**src/rtl/frc_pkg.sv**
```systemverilog
// Package: shared sizes and register addresses for the fractional counter.
// Assumes byte addressing with exact word addresses for the two ratio words.
package frc_pkg;
    localparam int ADDR_W   = 8;
    localparam int DATA_W   = 32;
    localparam int FIELD_W  = 12;
    localparam int CNT_W    = 64;
    localparam logic [ADDR_W-1:0] NUM_ADDR = 8'h10;
    localparam logic [ADDR_W-1:0] DEN_ADDR = 8'h14;
    localparam int NREG     = 2;
    localparam int IDX_NUM  = 0;
    localparam int IDX_DEN  = 1;
endpackage

```
**src/rtl/frc_regfile.sv**
```systemverilog
// Ratio register storage. Holds two full-width words; only the low FIELD_W
// bits feed the arithmetic, the rest are kept for software read-modify-write.
// Assumes exact address match; any other address is ignored on write, reads 0.
module frc_regfile
    import frc_pkg::*;
#(
    parameter int AW = ADDR_W,
    parameter int DW = DATA_W,
    parameter int FW = FIELD_W,
    parameter logic [AW-1:0] A_NUM = NUM_ADDR,
    parameter logic [AW-1:0] A_DEN = DEN_ADDR
) (
    input  logic          clk,
    input  logic          rst_n,
    input  logic          wr_en,
    input  logic [AW-1:0] wr_addr,
    input  logic [DW-1:0] wr_data,
    input  logic [AW-1:0] rd_addr,
    output logic [DW-1:0] rd_data,
    output logic [FW-1:0] num,
    output logic [FW-1:0] den,
    output logic          ratio_wr
);
    localparam logic [AW-1:0] OFFS [NREG] = '{A_NUM, A_DEN};

    logic [DW-1:0]   words [NREG];
    logic [NREG-1:0] hit;

    // one write-decode per register word
    for (genvar g = 0; g < NREG; g++) begin : g_dec
        assign hit[g] = wr_en && (wr_addr == OFFS[g]);
    end

    // store full words on a matching write, clear on reset
    always_ff @(posedge clk) begin
        for (int i = 0; i < NREG; i++) begin
            if (!rst_n)
                words[i] <= '0;
            else if (hit[i])
                words[i] <= wr_data;
        end
    end

    // combinational read mux, zero when no word matches
    always_comb begin
        rd_data = '0;
        for (int i = 0; i < NREG; i++)
            if (rd_addr == OFFS[i])
                rd_data = words[i];
    end

    assign num      = words[IDX_NUM][FW-1:0];
    assign den      = words[IDX_DEN][FW-1:0];
    assign ratio_wr = |hit;
endmodule

```
**src/rtl/frc_phase_acc.sv**
```systemverilog
// Phase accumulator: adds num each clock, wraps at den and flags a step.
// Assumes num < den for a usable ratio; otherwise the phase is held at zero.
module frc_phase_acc #(
    parameter int FW = frc_pkg::FIELD_W
) (
    input  logic          clk,
    input  logic          rst_n,
    input  logic [FW-1:0] num,
    input  logic [FW-1:0] den,
    input  logic          clear,
    output logic          step
);
    logic [FW-1:0] phase;
    logic [FW:0]   sum;
    logic [FW:0]   den_x;
    logic          usable;
    logic          wrap;
    logic [FW-1:0] phase_nxt;

    // next-phase computation and wrap detect
    always_comb begin
        usable = (den != '0) && (num < den);
        den_x  = {1'b0, den};
        sum    = {1'b0, phase} + {1'b0, num};
        wrap   = usable && !clear && (sum >= den_x);
        if (clear || !usable)
            phase_nxt = '0;
        else if (wrap)
            phase_nxt = FW'(sum - den_x);
        else
            phase_nxt = sum[FW-1:0];
    end

    // phase register
    always_ff @(posedge clk) begin
        if (!rst_n)
            phase <= '0;
        else
            phase <= phase_nxt;
    end

    assign step = wrap;
endmodule

```
**src/rtl/frc_count.sv**
```systemverilog
// Wide count register plus a registered tick marking each increment.
// Assumes step is a one-cycle request; the count wraps modulo 2**CW.
module frc_count #(
    parameter int CW = frc_pkg::CNT_W
) (
    input  logic          clk,
    input  logic          rst_n,
    input  logic          step,
    output logic [CW-1:0] count,
    output logic          tick
);
    // count and tick update
    always_ff @(posedge clk) begin
        if (!rst_n) begin
            count <= '0;
            tick  <= 1'b0;
        end else begin
            tick <= step;
            if (step)
                count <= count + CW'(1);
        end
    end
endmodule

```
**src/rtl/frac_rate_counter.sv**
```systemverilog
// Top: fractional-increment realtime counter. Joins ratio registers, phase
// accumulator and count. Assumes a single clock and synchronous reset.
module frac_rate_counter
    import frc_pkg::*;
#(
    parameter int AW = ADDR_W,
    parameter int DW = DATA_W,
    parameter int FW = FIELD_W,
    parameter int CW = CNT_W
) (
    input  logic          clk,
    input  logic          rst_n,
    input  logic          wr_en,
    input  logic [AW-1:0] wr_addr,
    input  logic [DW-1:0] wr_data,
    input  logic [AW-1:0] rd_addr,
    output logic [DW-1:0] rd_data,
    output logic [CW-1:0] count,
    output logic          tick
);
    logic [FW-1:0] num_f;
    logic [FW-1:0] den_f;
    logic          ratio_wr;
    logic          step;

    frc_regfile #(.AW(AW), .DW(DW), .FW(FW)) regs_i (
        .clk(clk), .rst_n(rst_n), .wr_en(wr_en), .wr_addr(wr_addr),
        .wr_data(wr_data), .rd_addr(rd_addr), .rd_data(rd_data),
        .num(num_f), .den(den_f), .ratio_wr(ratio_wr)
    );

    frc_phase_acc #(.FW(FW)) acc_i (
        .clk(clk), .rst_n(rst_n), .num(num_f), .den(den_f),
        .clear(ratio_wr), .step(step)
    );

    frc_count #(.CW(CW)) cnt_i (
        .clk(clk), .rst_n(rst_n), .step(step), .count(count), .tick(tick)
    );
endmodule

```
**config.mk**
```make
export PLATFORM = sky130hd
export DESIGN_NAME = frac_rate_counter
export DESIGN_NICKNAME = d
export VERILOG_FILES = /design/src/rtl/frc_pkg.sv /design/src/rtl/frc_regfile.sv /design/src/rtl/frc_phase_acc.sv /design/src/rtl/frc_count.sv /design/src/rtl/frac_rate_counter.sv
export SDC_FILE = /design/constraint.sdc
export NUM_CORES = 1
export LEC_CHECK = 0
export ABC_AREA = 1
export BUFFER_PORTS_ARGS = -buffer_cell sky130_fd_sc_hd__buf_2
export CORE_MARGIN = 1.5
export CORE_UTILIZATION = 63
export DETAILED_ROUTE_END_ITERATION = 10
export PLACE_DENSITY = 0.87
export SLEW_MARGIN = 20
export SYNTH_ARGS = -nofsm -noshare
export SYNTH_HDL_FRONTEND = slang
export SYNTH_SLANG_ARGS = --single-unit
```
**constraint.sdc**
```tcl
create_clock -name clk -period 8.26 [get_ports clk]
set_clock_uncertainty 0.05 [all_clocks]
set_input_delay 0.826 -clock clk [delete_from_list [all_inputs] [get_ports clk]]
set_output_delay 0.826 -clock clk [all_outputs]
set_load 0.01 [all_outputs]
```
==> flow_summary.ini <==
[outcome]
status = completed

[drt]
drt_iter0_markers = 799
wl_per_cell_um = 16.2
vias_per_cell = 5.64
ant_nets = 0
vias = 9183
routed_wirelength_mm = 26.4
drc = 0
dr.pass1.iters = 6

[setup_path]
critPathRequiredTime_ns = 8.56
cpPeakStageDelay_ns = 0.77
rrSetupSlack_ns = 4.12
cp-end-kind = flop
crit_top_cell = nand2_1
timing.rr.end = cnt_i.count[60]
worst-setup-path-type = flop to flop
crit_path_start_kind = flop
crit_arrival_ns = 4.44
ff2ff_path_depth = 22
crit_buf_inv = 6
r2r_start = regs_i.words[0][0]
cp_cell_sequence = ha_1 > inv_1 > fa_1 > o21ai_2 > nand2_1 > nand2_1 > nand2_1 > nand2_1 > xor2_1 > inv_1 > ha_1 > inv_1 > o21bai_1 > inv_1 > nand2_1 > inv_1 > nand2_1 > nand2_1 > nand2_4 > buf_4 > nand3_2 > a21oi_2
cp_max_fo = 74
cp_top_family = buffers and inverters
cp_slowest_cell = buf_4

[floorplan]
start_util = 0.638
die_area_um2 = 16000
dieHeight_um = 127
die_width_um = 127
row_count = 45
core_area_um2 = 15100
ios = 148

[sta]
holdWs_ns = 0.463
tightest_slew_ns = 1.11
fin_setup_tns_ns = 0
fin_crit_ns = 4.14
fmax_mhz = 242
max-slew-margin-rel = 0.261
setup_viol = 0
hold_viol_final = 0
rsz0062_at_grt = false
maxSlewViolCount = 0
fin_crit_sh = 0.501

[synth]
synth_cells = 1290
ys_warn_count = 0
synth_edf_count = 64
ys_async_sr_fraction = 0
yosysUniqueCellTypes = 38
ys.flop_type = dfxtp_1
yosys_register_bits = 141
ys_top_cells_by_area = edfxtp_1 (20%), dfxtp_1 (16%), nand2_1 (12%), nor2_1 (9.0%), inv_1 (6.4%)
yosys.area.top_type_share = 0.199
avgSynthCellArea_um2 = 7.47
synth_most_common_cell = nand2_1
yosys-top-cells-count = nand2_1 (317), nor2_1 (230), inv_1 (163)
seq_area_frac_synth = 0.359
synth_largest_area_cell = edfxtp_1
netlist_area_um2 = 9630
synth_nets = 1379

[place]
gp_congestion = 1.01
port_buffers = 147
placed_area_um2 = 10400
dpl.hpwl_mm = 19.3

[power_and_ir_drop]
power_leakage_uw = 0.00469
p_total_uw = 2800
max-vdd-ir-drop_mv = 0.277
p_per_area_nw_per_um2 = 255

[clock_tree]
post_cts_buffers = 0
hold_buffers = 0
cts-htree-levels = 4
cts.sinks = 141
cts_tree = done
numCtsBuffers = 17
cts.clk_slew.worst_paths_ns = 0.06
cts_resized = 0
clkLatencyLatePin_ns = 0.43
clk_path_buf_depth = 2
root_buffer = clkbuf_16

[global_route]
grt-ovfl-total = 0
grt_pass1_wl_mm = 42.9
track_usage = 0.338
grt_max_degree = 75
antenna_found_initial = 0
grt_pass1_vias = 8633

[min_path]
min_path_type = flop to flop
min_from = cnt_i.count[63]
holdPathStages = 2
hold_path_end = cnt_i.count[63]

[finish]
n_fill_cell = 1199
nNetsFinal = 1516
regArea_um2 = 3460
n_antenna_cell = 0
final_area_um2 = 11000
multi_input_area_um2 = 5270
synthToLayoutAreaGrowth_pct = 14.0
drive_gt1_frac = 0.226

[flow_run]
cap_violations = 0
==> power breakdown <==
group | switching [µW] | leakage, µW | internal (µW)
clock | 320 | 0.000270 | 444
sequential | 30.6 | 0.00123 | 781
combinational | 835 | 0.00319 | 391
==> cell type report <==
class	instances	share of cell area
well taps	188	0.0214
repair buffers	158	0.0745
clock buffers	18	0.0391
clock inverters	14	0.0132
flip-flops and latches	141	0.315
multi-input cells	943	0.480
inverters	166	0.0570
==> worst max path at each step <==
stage | slack, ns | depth (start not counted) | startpoint | end
4_1_cts | 4.19 | 22 | regs_i.words[0][0] | cnt_i.count[53]
5_1_grt | 3.83 | 23 | regs_i.words[0][0] | acc_i.phase[5]
6_report | 4.12 | 22 | regs_i.words[0][0] | cnt_i.count[60]
3_3_place_gp | 4.36 | 23 | regs_i.words[0][0] | acc_i.phase[9]
2_1_floorplan | 4.05 | 5 | wr_addr[1] | regs_i.words[1][0]
3_5_place_dp | 4.20 | 22 | regs_i.words[0][0] | cnt_i.count[53]
==> worst min-delay path, cell delays in order (launching register included) <==
cell and delay (ns):
dfxtp_1 0.34, nand2_1 0.09, a21oi_2 0.05
==> registers in the layout, summed over array words and instances (netlist names) <==
register,flops
cnt_i.count,64
cnt_i.tick,1
acc_i.phase,12
regs_i.words,64
==> through the flow <==
stage	setup WS [ns]	instances	util
final	4.12	1628	0.728
after global routing	3.83	1628	0.728
after CTS	4.19	1628	0.728
after detailed placement	4.20	1596	0.690
after global placement	4.36	1596	0.690
after floorplan	4.05	1290	-
==> cells by family after synthesis <==
| logic type | Yosys count | synth area share |
|---|---|---|
| adder cells (fa/ha/maj) | 38 | 0.0509 |
| buffers and inverters | 206 | 0.0951 |
| AO/OA/AOI/OAI | 138 | 0.101 |
| flip-flops | 141 | 0.359 |
| AND/OR/NAND/NOR | 705 | 0.337 |
| XOR/XNOR | 62 | 0.0564 |
==> layer usage <==
| layer | GRT usage | routed length [µm] |
|---|---|---|
| met4 | 0.129 | 775 |
| met1 | 0.442 | 10700 |
| met3 | 0.0599 | 2340 |
| met5 | 0 | 0 |
| met2 | 0.563 | 12600 |
==> cells in the final DEF (no fill, tap or decap), types with 3 or more instances in the layout <==
master / instances
clkbuf_16: 17
o21ai_0: 13
o22ai_1: 32
a21oi_2: 59
nor2_1: 230
a21oi_1: 23
nand3b_1: 13
ha_1: 36
nand4_1: 10
xor2_1: 26
nand3_1: 47
nor3_1: 6
and2_1: 8
nand2_1: 317
a21o_1: 3
clkinv_4: 3
nand3_2: 60
buf_4: 11
clkinvlp_4: 3
xnor2_1: 36
dfxtp_1: 77
nor2_4: 3
edfxtp_1: 64
nand2_2: 4
buf_2: 147
inv_1: 163
o21ai_2: 3
Note: power is estimated with default switching activity, not from simulation.
